**config.mk**
```make
export PLATFORM = sky130hd
export DESIGN_NAME = pwm_cc_channel
export DESIGN_NICKNAME = d
export VERILOG_FILES = /design/src/rtl/pwm_cc_pkg.sv /design/src/rtl/pwm_cc_regs.sv /design/src/rtl/pwm_cc_capsync.sv /design/src/rtl/pwm_cc_engine.sv /design/src/rtl/pwm_cc_channel.sv
export SDC_FILE = /design/constraint.sdc
export NUM_CORES = 1
export LEC_CHECK = 0
export BUFFER_PORTS_ARGS = -buffer_cell sky130_fd_sc_hd__buf_2
export CAP_MARGIN = 40
export CELL_PAD_IN_SITES_DETAIL_PLACEMENT = 1
export CELL_PAD_IN_SITES_GLOBAL_PLACEMENT = 1
export CORE_AREA = 2 2 94 96
export CTS_CLUSTER_SIZE = 14
export DETAILED_ROUTE_END_ITERATION = 10
export DIE_AREA = 0 0 96 98
export PLACE_DENSITY_LB_ADDON = 0.1
export SETUP_SLACK_MARGIN = 0.05
export SLEW_MARGIN = 5
export SYNTH_ARGS = -nofsm -noshare
export SYNTH_HDL_FRONTEND = slang
export SYNTH_SLANG_ARGS = --single-unit
```
**constraint.sdc**
```tcl
create_clock -name clk -period 7.9 [get_ports clk]
set_clock_uncertainty 0.15 [all_clocks]
set_input_delay 0 -clock clk [delete_from_list [all_inputs] [get_ports clk]]
set_output_delay 0 -clock clk [all_outputs]
set_load 0.005 [all_outputs]
```
**src/rtl/pwm_cc_pkg.sv**
```systemverilog
package pwm_cc_pkg;

    typedef enum logic [2:0] {
        MODE_EDGE    = 3'd0,
        MODE_CENTER  = 3'd1,
        MODE_SQUARE  = 3'd2,
        MODE_CAPTURE = 3'd3,
        MODE_NBIT    = 3'd4
    } mode_e;

    typedef enum logic [1:0] {
        ACT_TOGGLE = 2'd0,
        ACT_SET    = 2'd1,
        ACT_CLEAR  = 2'd2,
        ACT_HOLD   = 2'd3
    } act_e;

    typedef enum logic [2:0] {
        SEL_CFG   = 3'd0,
        SEL_EN    = 3'd1,
        SEL_CMP   = 3'd2,
        SEL_UPD   = 3'd3,
        SEL_STATE = 3'd4
    } sel_e;

    // Field order is the write-port layout (MSB first).
    typedef struct packed {
        logic       active_x;
        logic       diff_en;
        logic [3:0] nbits;
        act_e       act;
        logic [2:0] mode;
    } cfg_t;

    typedef struct packed {
        logic mid_sync;
        logic mid_dma;
        logic mid_irq;
        logic cmp_sync;
        logic cmp_dma;
        logic cmp_irq;
        logic cap_fall;
        logic cap_rise;
    } en_t;

    // Next output level for an action; inv swaps set and clear.
    function automatic logic drive_level(act_e a, logic cur, logic inv);
        logic r;
        unique case (a)
            ACT_TOGGLE: r = ~cur;
            ACT_SET:    r = ~inv;
            ACT_CLEAR:  r = inv;
            ACT_HOLD:   r = cur;
        endcase
        return r;
    endfunction

endpackage

```
**src/rtl/pwm_cc_regs.sv**
```systemverilog
module pwm_cc_regs
    import pwm_cc_pkg::*;
#(
    parameter int CNT_W = 18
) (
    input  logic             clk,
    input  logic             rst_n,
    input  logic             wr_en,
    input  logic [2:0]       wr_sel,
    input  logic [CNT_W-1:0] wr_data,
    input  logic             tb_ovf,
    input  logic             cap_evt,
    input  logic [CNT_W-1:0] tb_count,
    output cfg_t             cfg,
    output en_t              en,
    output logic [CNT_W-1:0] cmp,
    output logic             pending,
    output logic             st_wr,
    output logic [2:0]       st_data
);

    localparam int CFG_W = $bits(cfg_t);
    localparam int EN_W  = $bits(en_t);

    typedef enum logic {UPD_IDLE, UPD_WAIT} upd_e;

    upd_e             upd_q, upd_d;
    logic [CNT_W-1:0] upd_buf;
    logic             wr_cfg, wr_en_reg, wr_cmp, wr_upd, xfer;

    assign wr_cfg    = wr_en && (wr_sel == SEL_CFG);
    assign wr_en_reg = wr_en && (wr_sel == SEL_EN);
    assign wr_cmp    = wr_en && (wr_sel == SEL_CMP);
    assign wr_upd    = wr_en && (wr_sel == SEL_UPD);
    assign st_wr     = wr_en && (wr_sel == SEL_STATE);
    assign st_data   = wr_data[2:0];

    always_ff @(posedge clk) begin
        if (!rst_n) begin
            cfg <= '0;
            en  <= '0;
        end else begin
            if (wr_cfg)    cfg <= cfg_t'(wr_data[CFG_W-1:0]);
            if (wr_en_reg) en  <= en_t'(wr_data[EN_W-1:0]);
        end
    end

    // Update state register
    always_ff @(posedge clk) begin
        if (!rst_n) upd_q <= UPD_IDLE;
        else        upd_q <= upd_d;
    end

    // Update transitions
    always_comb begin
        upd_d = upd_q;
        unique case (upd_q)
            UPD_IDLE: if (wr_upd)            upd_d = UPD_WAIT;
            UPD_WAIT: if (!wr_upd && tb_ovf) upd_d = UPD_IDLE;
        endcase
    end

    // Update outputs
    always_comb begin
        pending = (upd_q == UPD_WAIT);
        xfer    = (upd_q == UPD_WAIT) && tb_ovf && !wr_upd;
    end

    always_ff @(posedge clk) begin
        if (!rst_n) begin
            upd_buf <= '0;
            cmp     <= '0;
        end else begin
            if (wr_upd) upd_buf <= wr_data;
            if (cap_evt)     cmp <= tb_count;
            else if (wr_cmp) cmp <= wr_data;
            else if (xfer)   cmp <= upd_buf;
        end
    end

    p_upd_arm_r7: assert property (@(posedge clk) disable iff (!rst_n)
        wr_upd |=> pending);

    p_upd_apply_r7: assert property (@(posedge clk) disable iff (!rst_n)
        (pending && tb_ovf && !wr_upd && !wr_cmp && !cap_evt)
        |=> (!pending && cmp == $past(upd_buf)));

    p_direct_keep_r8: assert property (@(posedge clk) disable iff (!rst_n)
        (wr_cmp && !cap_evt && !wr_upd && !tb_ovf)
        |=> (cmp == $past(wr_data) && pending == $past(pending)));

    p_cap_latch_r9: assert property (@(posedge clk) disable iff (!rst_n)
        cap_evt |=> cmp == $past(tb_count));

endmodule

```
**src/rtl/pwm_cc_capsync.sv**
```systemverilog
module pwm_cc_capsync #(
    parameter int STAGES = 2
) (
    input  logic clk,
    input  logic rst_n,
    input  logic pin,
    output logic rise,
    output logic fall
);

    logic [STAGES-1:0] sync_q;
    logic              prev_q;

    always_ff @(posedge clk) begin
        if (!rst_n) begin
            sync_q <= '0;
            prev_q <= 1'b0;
        end else begin
            sync_q <= {sync_q[STAGES-2:0], pin};
            prev_q <= sync_q[STAGES-1];
        end
    end

    assign rise = sync_q[STAGES-1] & ~prev_q;
    assign fall = ~sync_q[STAGES-1] & prev_q;

endmodule

```
**src/rtl/pwm_cc_engine.sv**
```systemverilog
module pwm_cc_engine
    import pwm_cc_pkg::*;
#(
    parameter int CNT_W = 18
) (
    input  logic             clk,
    input  logic             rst_n,
    input  cfg_t             cfg,
    input  en_t              en,
    input  logic [CNT_W-1:0] cmp,
    input  logic [CNT_W-1:0] tb_count,
    input  logic             tb_ovf,
    input  logic             tb_mid,
    input  logic             tb_down,
    input  logic             rise,
    input  logic             fall,
    input  logic             st_wr,
    input  logic [2:0]       st_data,
    output logic             cap_evt,
    output logic             out_q,
    output logic             x_q,
    output logic             y_q,
    output logic             cmp_irq,
    output logic             cmp_dma,
    output logic             cmp_sync,
    output logic             mid_irq,
    output logic             mid_dma,
    output logic             mid_sync
);

    localparam logic [4:0] W5 = 5'(CNT_W);

    logic [4:0]       n_eff;
    logic [CNT_W-1:0] mask;
    logic             full_match, low_match, low_wrap;
    logic             ev_fwd, ev_rev, ev_cmp, nxt;

    always_comb begin
        if (cfg.nbits == 4'd0)            n_eff = 5'd1;
        else if (int'(cfg.nbits) > CNT_W) n_eff = W5;
        else                              n_eff = {1'b0, cfg.nbits};
        mask       = {CNT_W{1'b1}} >> (W5 - n_eff);
        full_match = (tb_count == cmp);
        low_match  = ((tb_count & mask) == (cmp & mask));
        low_wrap   = ((tb_count & mask) == '0);
    end

    assign cap_evt = (cfg.mode == MODE_CAPTURE) &&
                     ((rise && en.cap_rise) || (fall && en.cap_fall));

    // Event decode per mode
    always_comb begin
        ev_fwd = 1'b0;
        ev_rev = 1'b0;
        ev_cmp = 1'b0;
        case (cfg.mode)
            MODE_EDGE: begin
                ev_fwd = full_match;
                ev_rev = tb_ovf && !full_match;
                ev_cmp = full_match;
            end
            MODE_CENTER: begin
                ev_fwd = full_match && !tb_down;
                ev_rev = full_match && tb_down;
                ev_cmp = full_match;
            end
            MODE_SQUARE: begin
                ev_fwd = full_match;
                ev_cmp = full_match;
            end
            MODE_CAPTURE: begin
                ev_fwd = cap_evt;
                ev_cmp = cap_evt;
            end
            MODE_NBIT: begin
                ev_fwd = low_match;
                ev_rev = low_wrap && !low_match;
                ev_cmp = low_match;
            end
            default: ;
        endcase
        if (ev_fwd)      nxt = drive_level(cfg.act, out_q, 1'b0);
        else if (ev_rev) nxt = drive_level(cfg.act, out_q, 1'b1);
        else             nxt = out_q;
    end

    always_ff @(posedge clk) begin
        if (!rst_n) begin
            out_q <= 1'b0;
            x_q   <= 1'b0;
            y_q   <= 1'b0;
        end else if (st_wr) begin
            out_q <= st_data[0];
            x_q   <= st_data[1];
            y_q   <= st_data[2];
        end else begin
            out_q <= nxt;
            if (cfg.diff_en && (ev_fwd || ev_rev)) begin
                x_q <= cfg.active_x ? nxt : ~nxt;
                y_q <= cfg.active_x ? ~nxt : nxt;
            end
        end
    end

    always_ff @(posedge clk) begin
        if (!rst_n) begin
            {cmp_irq, cmp_dma, cmp_sync} <= '0;
            {mid_irq, mid_dma, mid_sync} <= '0;
        end else begin
            cmp_irq  <= ev_cmp && en.cmp_irq;
            cmp_dma  <= ev_cmp && en.cmp_dma;
            cmp_sync <= ev_cmp && en.cmp_sync;
            mid_irq  <= tb_mid && en.mid_irq;
            mid_dma  <= tb_mid && en.mid_dma;
            mid_sync <= tb_mid && en.mid_sync;
        end
    end

    p_edge_prio_r2: assert property (@(posedge clk) disable iff (!rst_n)
        (cfg.mode == MODE_EDGE && cfg.act == ACT_SET && tb_ovf &&
         tb_count == cmp && !st_wr) |=> out_q);

    p_hold_r6: assert property (@(posedge clk) disable iff (!rst_n)
        (cfg.act == ACT_HOLD && !st_wr) |=> $stable(out_q));

    p_mid_gate_r11: assert property (@(posedge clk) disable iff (!rst_n)
        !en.mid_irq |=> !mid_irq);

    p_diff_x_r12: assert property (@(posedge clk) disable iff (!rst_n)
        (cfg.diff_en && cfg.active_x && (ev_fwd || ev_rev) && !st_wr)
        |=> (x_q == out_q && y_q != out_q));

    p_state_wr_r13: assert property (@(posedge clk) disable iff (!rst_n)
        st_wr |=> (out_q == $past(st_data[0]) && x_q == $past(st_data[1]) &&
                   y_q == $past(st_data[2])));

    p_reserved_r14: assert property (@(posedge clk) disable iff (!rst_n)
        (cfg.mode > 3'd4 && !st_wr)
        |=> ($stable(out_q) && !cmp_irq && !cmp_dma && !cmp_sync));

endmodule

```
**src/rtl/pwm_cc_channel.sv**
```systemverilog
module pwm_cc_channel
    import pwm_cc_pkg::*;
#(
    parameter int CNT_W       = 18,
    parameter int SYNC_STAGES = 2
) (
    input  logic             clk,
    input  logic             rst_n,
    input  logic [CNT_W-1:0] tb_count,
    input  logic             tb_ovf,
    input  logic             tb_mid,
    input  logic             tb_down,
    input  logic             cap_in,
    input  logic             wr_en,
    input  logic [2:0]       wr_sel,
    input  logic [CNT_W-1:0] wr_data,
    output logic             ch_out,
    output logic             ph_x,
    output logic             ph_y,
    output logic             upd_pending,
    output logic [CNT_W-1:0] cmp_value,
    output logic             cmp_irq,
    output logic             cmp_dma,
    output logic             cmp_sync,
    output logic             mid_irq,
    output logic             mid_dma,
    output logic             mid_sync
);

    cfg_t       cfg;
    en_t        en;
    logic       cap_evt, st_wr, rise, fall, out_q, x_q, y_q;
    logic [2:0] st_data;

    pwm_cc_regs #(.CNT_W(CNT_W)) u_regs (
        .clk(clk), .rst_n(rst_n), .wr_en(wr_en), .wr_sel(wr_sel),
        .wr_data(wr_data), .tb_ovf(tb_ovf), .cap_evt(cap_evt),
        .tb_count(tb_count), .cfg(cfg), .en(en), .cmp(cmp_value),
        .pending(upd_pending), .st_wr(st_wr), .st_data(st_data)
    );

    pwm_cc_capsync #(.STAGES(SYNC_STAGES)) u_sync (
        .clk(clk), .rst_n(rst_n), .pin(cap_in), .rise(rise), .fall(fall)
    );

    pwm_cc_engine #(.CNT_W(CNT_W)) u_engine (
        .clk(clk), .rst_n(rst_n), .cfg(cfg), .en(en), .cmp(cmp_value),
        .tb_count(tb_count), .tb_ovf(tb_ovf), .tb_mid(tb_mid),
        .tb_down(tb_down), .rise(rise), .fall(fall), .st_wr(st_wr),
        .st_data(st_data), .cap_evt(cap_evt), .out_q(out_q), .x_q(x_q),
        .y_q(y_q), .cmp_irq(cmp_irq), .cmp_dma(cmp_dma),
        .cmp_sync(cmp_sync), .mid_irq(mid_irq), .mid_dma(mid_dma),
        .mid_sync(mid_sync)
    );

    assign ch_out = out_q;
    assign ph_x   = cfg.diff_en & x_q;
    assign ph_y   = cfg.diff_en & y_q;

endmodule

```
==> results_dict.tcl <==
set metrics [dict create \
    critical_path_class "reg2reg" \
    leakage_nw 1.83 \
    diodes 0 \
    mostFrequentLayoutCells "nand2_1 (106), buf_2 (74), dfxtp_1 (68), a21oi_1 (57), dlygate4sd3_1 (43)" \
    setup_viol 0 \
    placement_rows 34 \
    coreArea_mm2 0.00847 \
    path_max_fanout 4 \
    outcome "finished clean" \
    synth_cell_type_count 45 \
    setup-tns-final_ns 0 \
    max_freq_mhz 303 \
    wire_per_inst_um 17.6 \
    arrival_ns 3.37 \
    drt_iter0_markers 114 \
    grt-ovfl-total 0 \
    crit_path_frequent_cell "a32o_1" \
    grt_max_degree 52 \
    yosys.area.top_type "dfxtp_1" \
    clkSinkCount 68 \
    syn_area_per_cell_um2 7.83 \
    final_net_count 594 \
    layoutNonFillerInstCount 660 \
    area_growth_pct 31.2 \
    cts_tree "yes" \
    gp_congestion 0.930 \
    drc 0 \
    clk_pin_slew_worst_paths_ns 0.08 \
    final_common_cell "nand2_1" \
    place_ws_ns 4.66 \
    antenna_found_initial 0 \
    cp_num_buf_inv 0 \
    grt_pass1_wl_um 18700 \
    fillers 1079 \
    cp_slowest_cell "or4_4" \
    numPortBuffers 73 \
    fin_crit_sh_pct 41.8 \
    drive_gt1_share_pct 17.4 \
    grt_usage_pct 25.7 \
    worst_pin_slew_ns 0.751 \
    worst_slew_margin_rel_pct 49.9 \
    post_drt_via_cell_ratio 5.34 \
    ctsRootBufferMaster "clkbuf_8" \
    initial_core_util_pct 40.5 \
    drt-total-wl_um 11600 \
    hold_viol 0 \
    cap_violations 0 \
    cp_cell_sequence "xor2_1 > or4b_1 > or4_4 > o21ai_0 > a32o_1 > or4_1 > nand3_1 > a211o_1 > a32o_1" \
    dieArea_mm2 0.00941 \
    netlist_top_cells_area "dfxtp_1 (40%), nand2_1 (12%), mux2i_1 (8.5%)" \
    synth_cells 438 \
    synth_seq_area_share_pct 39.7 \
    synth_nets 484 \
    synth_top_cell_area_share_pct 39.7 \
    async_reset_ff_share_pct 0 \
    cp_top_family "simple AND/OR/NAND/NOR gates" \
    ys.warnings.count 0 \
    worst_slack_ns 4.60 \
    crit_path_start_kind "register" \
    die_w_um 96 \
    placed_cells 602 \
    cp-end-kind "register" \
    power_density_mw_per_mm2 162 \
    synth-edff-count 0 \
    ctsLongestPathBuffers 2 \
    grt_pass1_vias 3650 \
    slew_violations 0 \
    hp-class "in2reg" \
    rsz0062_at_grt "false" \
    num_vias 3527 \
    die_h_um 98 \
    numCtsBuffers 9 \
    holdWs_ns 0.0525 \
    clock_latency_ns 0.34 \
    htreeDepth 3 \
    drt.antenna.violating_nets 0 \
    ios 74 \
    ir_drop_uv 124 \
    post-route-min-period_ns 3.30 \
    cp_slowest_stage_delay_ns 0.56 \
    drt_pass1_iterations 4 \
    syn_area_mm2 0.00343 \
    synth_flop_cell "dfxtp_1" \
    worstPathRequired_ns 7.98 \
    dp_hpwl_um 7960 \
    ys_ff_latch 68 \
]
-- cell families (layout without fill, tap and decap cells) --
family          Yosys count  count (layout)  synth area share (%)
flops                    68              68                  39.7
simple gates            171             171                  22.3
compound gates          113             113                  20.3
buf+inv                  38             152                  4.38
mux                      29              29                  8.46
xor+xnor                 19              19                  4.85
-- cell type report --
cell class                 instances  area [µm²]  area share (%)
sequential                        68        1360            30.2
multi-input combinational        332        1920            42.7
clock inverter                     2        35.0           0.778
clock buffer                      13         149            3.31
inverter                          14        52.6            1.17
timing repair buffer             123         846            18.8
tap                              108         135            3.00
-- registers in the layout (all words and copies together), names as in the netlist, 2 cells and up --
register / flops
u_regs.cmp: 18
u_regs.en: 8
u_regs.upd_buf: 18
u_regs.cfg: 11
u_sync.sync_q: 2
-- through the flow --
stage          utilization [%]  power (mW)  area (µm²)
6_report                  53.2       0.731        4500
5_1_grt                   53.2       0.763        4500
4_1_cts                   53.2       0.737        4500
3_5_place_dp              45.9       0.434        3890
3_3_place_gp              45.8       0.432        3880
2_1_floorplan                -       0.399        3430
-- report_power, final --
part | internal [mW] | switching, mW
registers | 0.349 | 0.00585
clock network | 0.153 | 0.135
logic | 0.0407 | 0.0479
-- what timing repair did --
item                                   4_1_cts  5_1_grt
gates resized for setup                      0        0
setup endpoints to repair                    0        0
hold buffers                                43        0
endpoints found under the hold margin       65        0
setup buffers                                0        0
-- synthesized netlist by cell type, drive strengths merged, types with 2 or more instances --
| library cell | instances |
|---|---|
| o21ai | 9 |
| xnor2 | 9 |
| o211ai | 20 |
| xor2 | 10 |
| a32o | 3 |
| a211oi | 2 |
| nor2 | 24 |
| nor3b | 2 |
| a22oi | 2 |
| mux2i | 29 |
| a2111oi | 2 |
| and2 | 6 |
| and4b | 2 |
| o221ai | 2 |
| nand2 | 106 |
| a21oi | 57 |
| a31oi | 4 |
| dfxtp | 68 |
| o22ai | 2 |
| or4 | 2 |
| a21boi | 2 |
| a211o | 2 |
| nand2b | 2 |
| nor3 | 7 |
| nand3b | 4 |
| or3 | 2 |
| and3 | 4 |
| nand3 | 4 |
| clkbuf | 23 |
| inv | 13 |
-- worst reg2reg max path: cells and delay by family (launching register included) --
family | cells | cell delay, ns
AOI/OAI and AO/OA | 4 | 1.10
xor gates and xnor gates | 1 | 0.19
DFF | 1 | 0.36
and+or+nand+nor | 4 | 1.41
-- metal layers --
metal	part of all wire (%)	vias up	GRT usage [%]
met5	0	-	0
met2	48	64	43.0
met1	48	1712	34.4
met3	2.7	9	3.63
li1	-	1742	-
met4	0.98	0	6.70
-- final timing paths --
| path | from | to | slack [ns] | depth (start not counted) |
|---|---|---|---|---|
| worst max-delay path | u_regs.cmp[8]$_SDFFE_PN0P_ | u_engine.x_q$_SDFFE_PN0P_ | 4.60 | 9 |
| worst min-delay path | wr_sel[0] | u_regs.cfg[1]$_SDFFE_PN0P_ | 0.05 | 5 |
| worst max register to register | u_regs.cmp[8]$_SDFFE_PN0P_ | u_engine.x_q$_SDFFE_PN0P_ | 4.60 | 9 |
| worst min register to register | u_sync.sync_q[0]$_SDFF_PN0_ | u_sync.sync_q[1]$_SDFF_PN0_ | 0.28 | 1 |
Power figures use the tool's default switching activity.
